--- src/rtl/ring_consumer.sv ---
module ring_consumer #(
  parameter int DEPTH   = 16,
  parameter int AW      = 64,
  parameter int LW      = 16,
  parameter int ESZ_LOG = 4,
  localparam int PW     = $clog2(DEPTH)
) (
  input  logic          clk,
  input  logic          rst_n,
  input  logic          cfg_load,
  input  logic [PW-1:0] cfg_ptr,
  input  logic [AW-1:0] cfg_base,
  input  logic          db_valid,
  input  logic [PW-1:0] db_wp,
  output logic          db_err,
  output logic          req_valid,
  input  logic          req_ready,
  output logic [AW-1:0] req_addr,
  input  logic          rsp_valid,
  input  logic [AW-1:0] rsp_addr,
  input  logic [LW-1:0] rsp_len,
  input  logic          rsp_chain,
  output logic          out_valid,
  input  logic          out_ready,
  output logic [AW-1:0] out_addr,
  output logic [LW-1:0] out_len,
  output logic          out_chain,
  output logic          cpl_valid,
  output logic [PW-1:0] cpl_ptr,
  output logic          empty,
  output logic          full
);
  typedef enum logic [1:0] {S_IDLE, S_REQ, S_WAIT, S_OUT} st_t;

  st_t           st;
  logic [PW-1:0] rp, wp;
  logic [PW-1:0] pend, new_pend, rp_inc;
  logic          db_bad, take;

  assign rp_inc    = rp + PW'(1);
  assign pend      = wp - rp;
  assign new_pend  = db_wp - rp;
  assign db_bad    = db_valid && (new_pend < pend);
  assign take      = out_valid && out_ready;
  assign req_valid = (st == S_REQ);
  assign out_valid = (st == S_OUT);
  assign req_addr  = cfg_base + (AW'(rp) << ESZ_LOG);
  assign empty     = (rp == wp);
  assign full      = ((wp + PW'(1)) == rp);

  always_ff @(posedge clk) begin
    if (!rst_n) begin
      st        <= S_IDLE;
      rp        <= '0;
      wp        <= '0;
      db_err    <= 1'b0;
      cpl_valid <= 1'b0;
      cpl_ptr   <= '0;
      out_addr  <= '0;
      out_len   <= '0;
      out_chain <= 1'b0;
    end else begin
      db_err    <= db_bad && !cfg_load;
      cpl_valid <= take && !out_chain;
      if (take && !out_chain) cpl_ptr <= rp_inc;
      if (cfg_load) begin
        rp <= cfg_ptr;
        wp <= cfg_ptr;
        st <= S_IDLE;
      end else begin
        if (db_valid && !db_bad) wp <= db_wp;
        case (st)
          S_IDLE: if (rp != wp) st <= S_REQ;
          S_REQ:  if (req_ready) st <= S_WAIT;
          S_WAIT: if (rsp_valid) begin
            out_addr  <= rsp_addr;
            out_len   <= rsp_len;
            out_chain <= rsp_chain;
            st        <= S_OUT;
          end
          S_OUT:  if (out_ready) begin
            rp <= rp_inc;
            st <= S_IDLE;
          end
          default: st <= S_IDLE;
        endcase
      end
    end
  end
endmodule

--- config.mk ---
export PLATFORM = sky130hd
export DESIGN_NAME = ring_consumer
export DESIGN_NICKNAME = d
export VERILOG_FILES = /design/src/rtl/ring_consumer.sv
export SDC_FILE = /design/constraint.sdc
export NUM_CORES = 1
export LEC_CHECK = 0
export ABC_CLOCK_PERIOD_IN_PS = 2300
export CORE_MARGIN = 4
export CORE_UTILIZATION = 35
export DETAILED_ROUTE_END_ITERATION = 10
export PLACE_DENSITY_LB_ADDON = 0.3
export SLEW_MARGIN = 20
export SYNTH_ARGS = -nofsm -noshare
export SYNTH_HDL_FRONTEND = slang
export SYNTH_SLANG_ARGS = --single-unit
export TNS_END_PERCENT = 30
--- constraint.sdc ---
create_clock -name clk -period 2.3 [get_ports clk]
set_clock_uncertainty 0.05 [all_clocks]
set_input_delay 0.345 -clock clk [delete_from_list [all_inputs] [get_ports clk]]
set_output_delay 0.345 -clock clk [all_outputs]
set_load 0.005 [all_outputs]
# Word level (Yosys, flattened, before mapping)
# Index checks and enable logic that the tools add are counted.
[word_totals]
register_bits = 97
output_inout_bits = 155
wordCells = 53
[classes]
addsub = 5
magnitude_cmp = 1
n_eq_ne = 10
n_mux = 10
n_bitwise = 2
n_reduce_logical = 16
[ops]
columns = ["op", "n"]
rows = [
  ["$add A64 B8 Y64", 1],
  ["$mux W4", 5],
  ["$add A4 B1 Y4 const B", 2],
  ["$eq A4 B4 Y1", 2],
  ["$mux W2", 4],
  ["$pmux W2 S4", 1],
  ["$sub A4 B4 Y4", 2],
  ["$reduce_bool A2 Y1", 3],
  ["$logic_and A1 B1 Y1", 5],
  ["$eq A2 B2 Y1 const B", 2],
  ["$lt A4 B4 Y1", 1],
  ["$ne A2 B1 Y1 const B", 2],
  ["$ne A2 B2 Y1 const B", 2],
  ["$ne A4 B4 Y1", 1],
  ["$reduce_and A4 Y1", 1],
  ["$logic_not A1 Y1", 3],
  ["$reduce_and A3 Y1", 1],
  ["$eq A2 B1 Y1 const B", 1],
  ["$logic_not A2 Y1", 1],
  ["$not A1 Y1", 2],
  ["$reduce_and A2 Y1", 1],
  ["$reduce_or A2 Y1", 1],
]

# Logic depth before layout (Yosys ltp)
[logic_depth]
ltp_word = 7
mapped_depth = 12
ltp_nobuf = 12

# Worst setup path after synthesis
# OpenSTA, ideal clock, no wires.
[synth_timing]
path_type = "register to output"
from = "register rp[0]"
to = "output port req_addr[48]"
arrival_ps = 2140
path_slack_ps = -235
path_stages_with_launch = 9
path_cell_list = "dfxtp_1 > ha_1 > fa_1 > nand3_1 > a211oi_1 > nand4_1 > clkbuf_1 > nor4_1 > xor2_1"
[synth_via]
elab_chain_cells = 1
[synth_rtl]
columns = ["element", "line_no", "rtl"]
rows = [
  ["start, declared", "36", "logic [PW-1:0] rp, wp;"],
  ["start signal, assigned", "67", "rp <= cfg_ptr;"],
  ["start signal, assigned", "82", "rp <= rp_inc;"],
  ["$add A64 B8 Y64", "47", "assign req_addr = cfg_base + (AW'(rp) << ESZ_LOG);"],
  ["end, declared", "18", "output logic [AW-1:0] req_addr,"],
]
# No other way between the ends.

# Final worst setup path
[layout_timing]
from = "register rp[0]"
to = "output port req_addr[46]"
# Same word-level chain as after synthesis.

==> metrics <==
post-synthesis simple-gate area fraction=a little over a quarter; share of cells above drive strength 1=roughly 30%; initial antenna violation count=6; crit-path max cell delay=0.37 ns; Logic pwr share=a little over a quarter; Hold Slack=0.377 ns; Sequential Power Share=~39%; largest net degree at the start of global routing=58; NetSw=1.27 mW; cell family contributing the most delay on the critical path=buffers and inverters; vias in the first global route=between 6k and 7k; GRT overflow=0; failing checks=negative setup slack; GR Util met3=6.95%; ys flop type=dfxtp_1; Fin. Hold Viols=0; Synth Area in Adders=around 5.4%; Starting Density=35.9%; internal power=3.17 mW; PortBufs=between 300 and 400; DR pass1 iterations=4; R2R Setup Slk=-0.20 ns; Reg2Reg Capture Point=wp[1]; overall routing resource usage=~24%; Initial DRC Count=~250; Routed Antenna Nets=0; layer carrying the most global-route usage=met2; CP Capture Type=output port; number of CTS-inserted buffers=9; Final Wtd Congestion=about 0.93; CTS sink count=97; largest family of logic cells by synthesized area=simple AND/OR/NAND/NOR gates; I/O pin count=about 320; final setup vio count=60; cells on worst reg2reg path=10; f_max=328 MHz; Multi-input gate area=between 4000 and 5000 µm²; crit path to=req_addr[46]; Finished Layout Cells=roughly 1.3k; Crit Reg-Reg Startpoint=rp[0]; leak pwr=around 4.5 nW; met2 usage=45.3%; Syn Std Cell Area=roughly 5500 µm²; Pwr per Cell Area=just over 400 nW/µm²; switching share of power=28.6%; Core Area=~15000 µm²; worst slew pin tran=around 0.56 ns; Root Buffer=clkbuf_16; Reg area=1950 µm²; fill cell count=~1.2k; Tcrit/Tclk final=132%; Netlist cell types=between 40 and 50; Post-synth EDFFs=0; H-tree depth=3; crit path max fanout=3; Die Width=roughly 130 µm; RSZ-0062 raised after global routing=true; die height=roughly 130 µm; setup TNS=-21.08 ns; Clock Pin Slew Worst Setup and Hold Paths=0.07 ns; most frequent CP cell=buf_6; vias per cell=4.83; mux cell area share after synthesis=1.09%; fin worst setup slack=-0.744 ns; WP data required=about 1.9 ns; outcome=complete, but fails checks; Critical-path top delay cell=dfxtp_2; final core utilization=a little over two thirds; #FFs+latches synth=97; path type of the worst setup path=reg2out; first-pass GRT wire length=around 35000 µm; Final #Nets=1308; maximum VDD drop=around 0.42 mV; asr flop ratio synth=0%; Setup WS pre-CTS=-1.24 ns; Area Growth Syn to Fin=95.7%; share of the synthesized area in compound gates (AO/OA/AOI/OAI)=15.5%; max_cap viols=0; Synth Net Count=between 800 and 900; nature of the critical path startpoint=flip-flop; Buffers & Inverters on Critical Path=4; synthesized-area fraction occupied by xor and xnor cells=a little under an eighth; placed cells=approximately 1.3k; Max-Slew Margin vs Limit=a little over three fifths; die area=~18000 µm²; DR WL/cell=~17 µm; cell breakdown of the critical path=ha_4, fa_2, nand3_4, a211oi_4, nand4_1, buf_6, buf_8, buf_6, nor4_4, xor2_1, buf_2; Yosys warning total=0; Std-Cell Rows=45; Hold WC Path Type=in2reg; post-placement cell area=slightly below 10000 µm²; met1 usage=25.6%; Max Slew Vio Count=0; commonest non-fill, non-tap cells in the layout=clkdlybuf4s50_1, nand2_1, buf_4, dfxtp_1, a21boi_0; final WL=22900 µm; Data arrival, critical path=between 2 and 3 ns; Gate Count Post-Synth=688; crit path time final=3.04 ns; CTS tree=yes; sequential area share after synthesis=roughly a third; DRC=0; Bufs on Longest Clock Path=2; worst skew pair latency=roughly 0.35 ns; routed via count=about 6.5k; CP startpoint=rp[0]; mean area per synthesized cell=around 8 µm²; Design Area, Final=between 10000 and 15000 µm²; most common cell after layout, fill and taps aside=clkdlybuf4s50_1; Clock power frac=about a third; post-DP HPWL=16400 µm; Crit. path cell count=11; Pwr Total=about 4.4 mW
logic make-up after synthesis:
| kind of cell | after synthesis |
|---|---|
| AO/OA/AOI/OAI | 119 |
| XOR/XNOR | 71 |
| adder cells (fa/ha/maj) | 22 |
| buffers and inverters | 58 |
| flip-flops | 97 |
| multiplexers | 6 |
| AND/OR/NAND/NOR | 315 |
per-layer routing:
| metal | share of wire, % | vias up | wire length [µm] |
|---|---|---|---|
| li1 | - | 3197 | - |
| met1 | 37 | 3006 | 8380 |
| met2 | 53 | 236 | 12100 |
| met3 | 7.1 | 58 | 1630 |
| met4 | 3.4 | 4 | 782 |
| met5 | 0.087 | - | 20 |
power groups by stage:
| stage | logic [mW] | registers, mW | clock network [mW] |
|---|---|---|---|
| floorplan | 0.392 | 1.78 | 0 |
| global placement | 1.12 | 1.77 | 0 |
| detailed placement | 1.14 | 1.77 | 0 |
| CTS | 1.16 | 1.74 | 1.54 |
| global route | 1.30 | 1.74 | 1.62 |
| finish | 1.21 | 1.74 | 1.50 |
worst min-delay path by stage:
| stage | start | endpoint | slack, ns | cells after the start |
|---|---|---|---|---|
| after floorplan | db_valid | db_err | 0.41 | 2 |
| after global placement | out_addr[31] | out_addr[31] | 0.40 | 2 |
| after detailed placement | out_addr[1] | out_addr[1] | 0.40 | 2 |
| after CTS | out_addr[1] | out_addr[1] | 0.41 | 2 |
| after global routing | db_wp[0] | wp[0] | 0.42 | 4 |
| final | db_wp[0] | wp[0] | 0.38 | 4 |
state kept, by name (all words and copies together), names as in the netlist, 2 cells and up:
register	flops
st	2
rp	4
out_addr	64
cpl_ptr	4
wp	4
out_len	16
cell usage after synthesis, types with 2 or more instances:
library cell	n	area share, %
a211oi_1	4	0.55
a21boi_0	82	11
a21o_1	3	0.41
a21oi_1	14	1.3
and2_1	2	0.23
and3_1	7	0.80
and4_1	4	0.64
buf_4	4	0.55
clkbuf_1	29	2.0
dfxtp_1	97	35
fa_1	3	1.1
ha_1	19	4.3
inv_1	23	1.6
mux2i_1	6	1.1
nand2_1	201	14
nand2b_1	3	0.34
nand3_1	19	1.7
nand4_1	17	1.9
nand4_2	2	0.45
nor2_1	18	1.2
nor3_1	10	0.91
nor3_2	2	0.36
nor4_1	12	1.4
nor4_2	5	1.1
nor4_4	2	0.77
o211a_1	3	0.55
o21ai_0	8	0.73
o21bai_1	2	0.27
or2_2	5	0.57
or4_1	2	0.27
xnor2_1	36	5.7
xor2_1	35	5.6
cell type report:
cell class	instances	share of cell area (%)
Timing Repair Buffer	462	38.1
Antenna cell	4	0.0930
Clock inverter	7	0.697
Inverter	23	0.802
Clock buffer	9	2.09
Multi-Input combinational cell	533	37.6
Tap cell	211	2.45
Sequential cell	97	18.1
repair_timing:
action,in CTS,in global routing
pin swaps,68,53
endpoints found under the setup margin,66,65
resized for setup,381,56
setup buffers,35,7
hold buffers,0,0
cloned,1,0
worst reg2reg max path, delay by kind of cell, from the launching register on:
kind                       cells  cell delay, ns
DFF                            1            0.37
AOI/OAI and AO/OA              2            0.51
adders and majority gates      3            0.88
muxes                          1            0.20
and+or+nand+nor                1            0.12
buffers and inverters          3            0.26
Note: power is estimated with default switching activity, not from simulation.
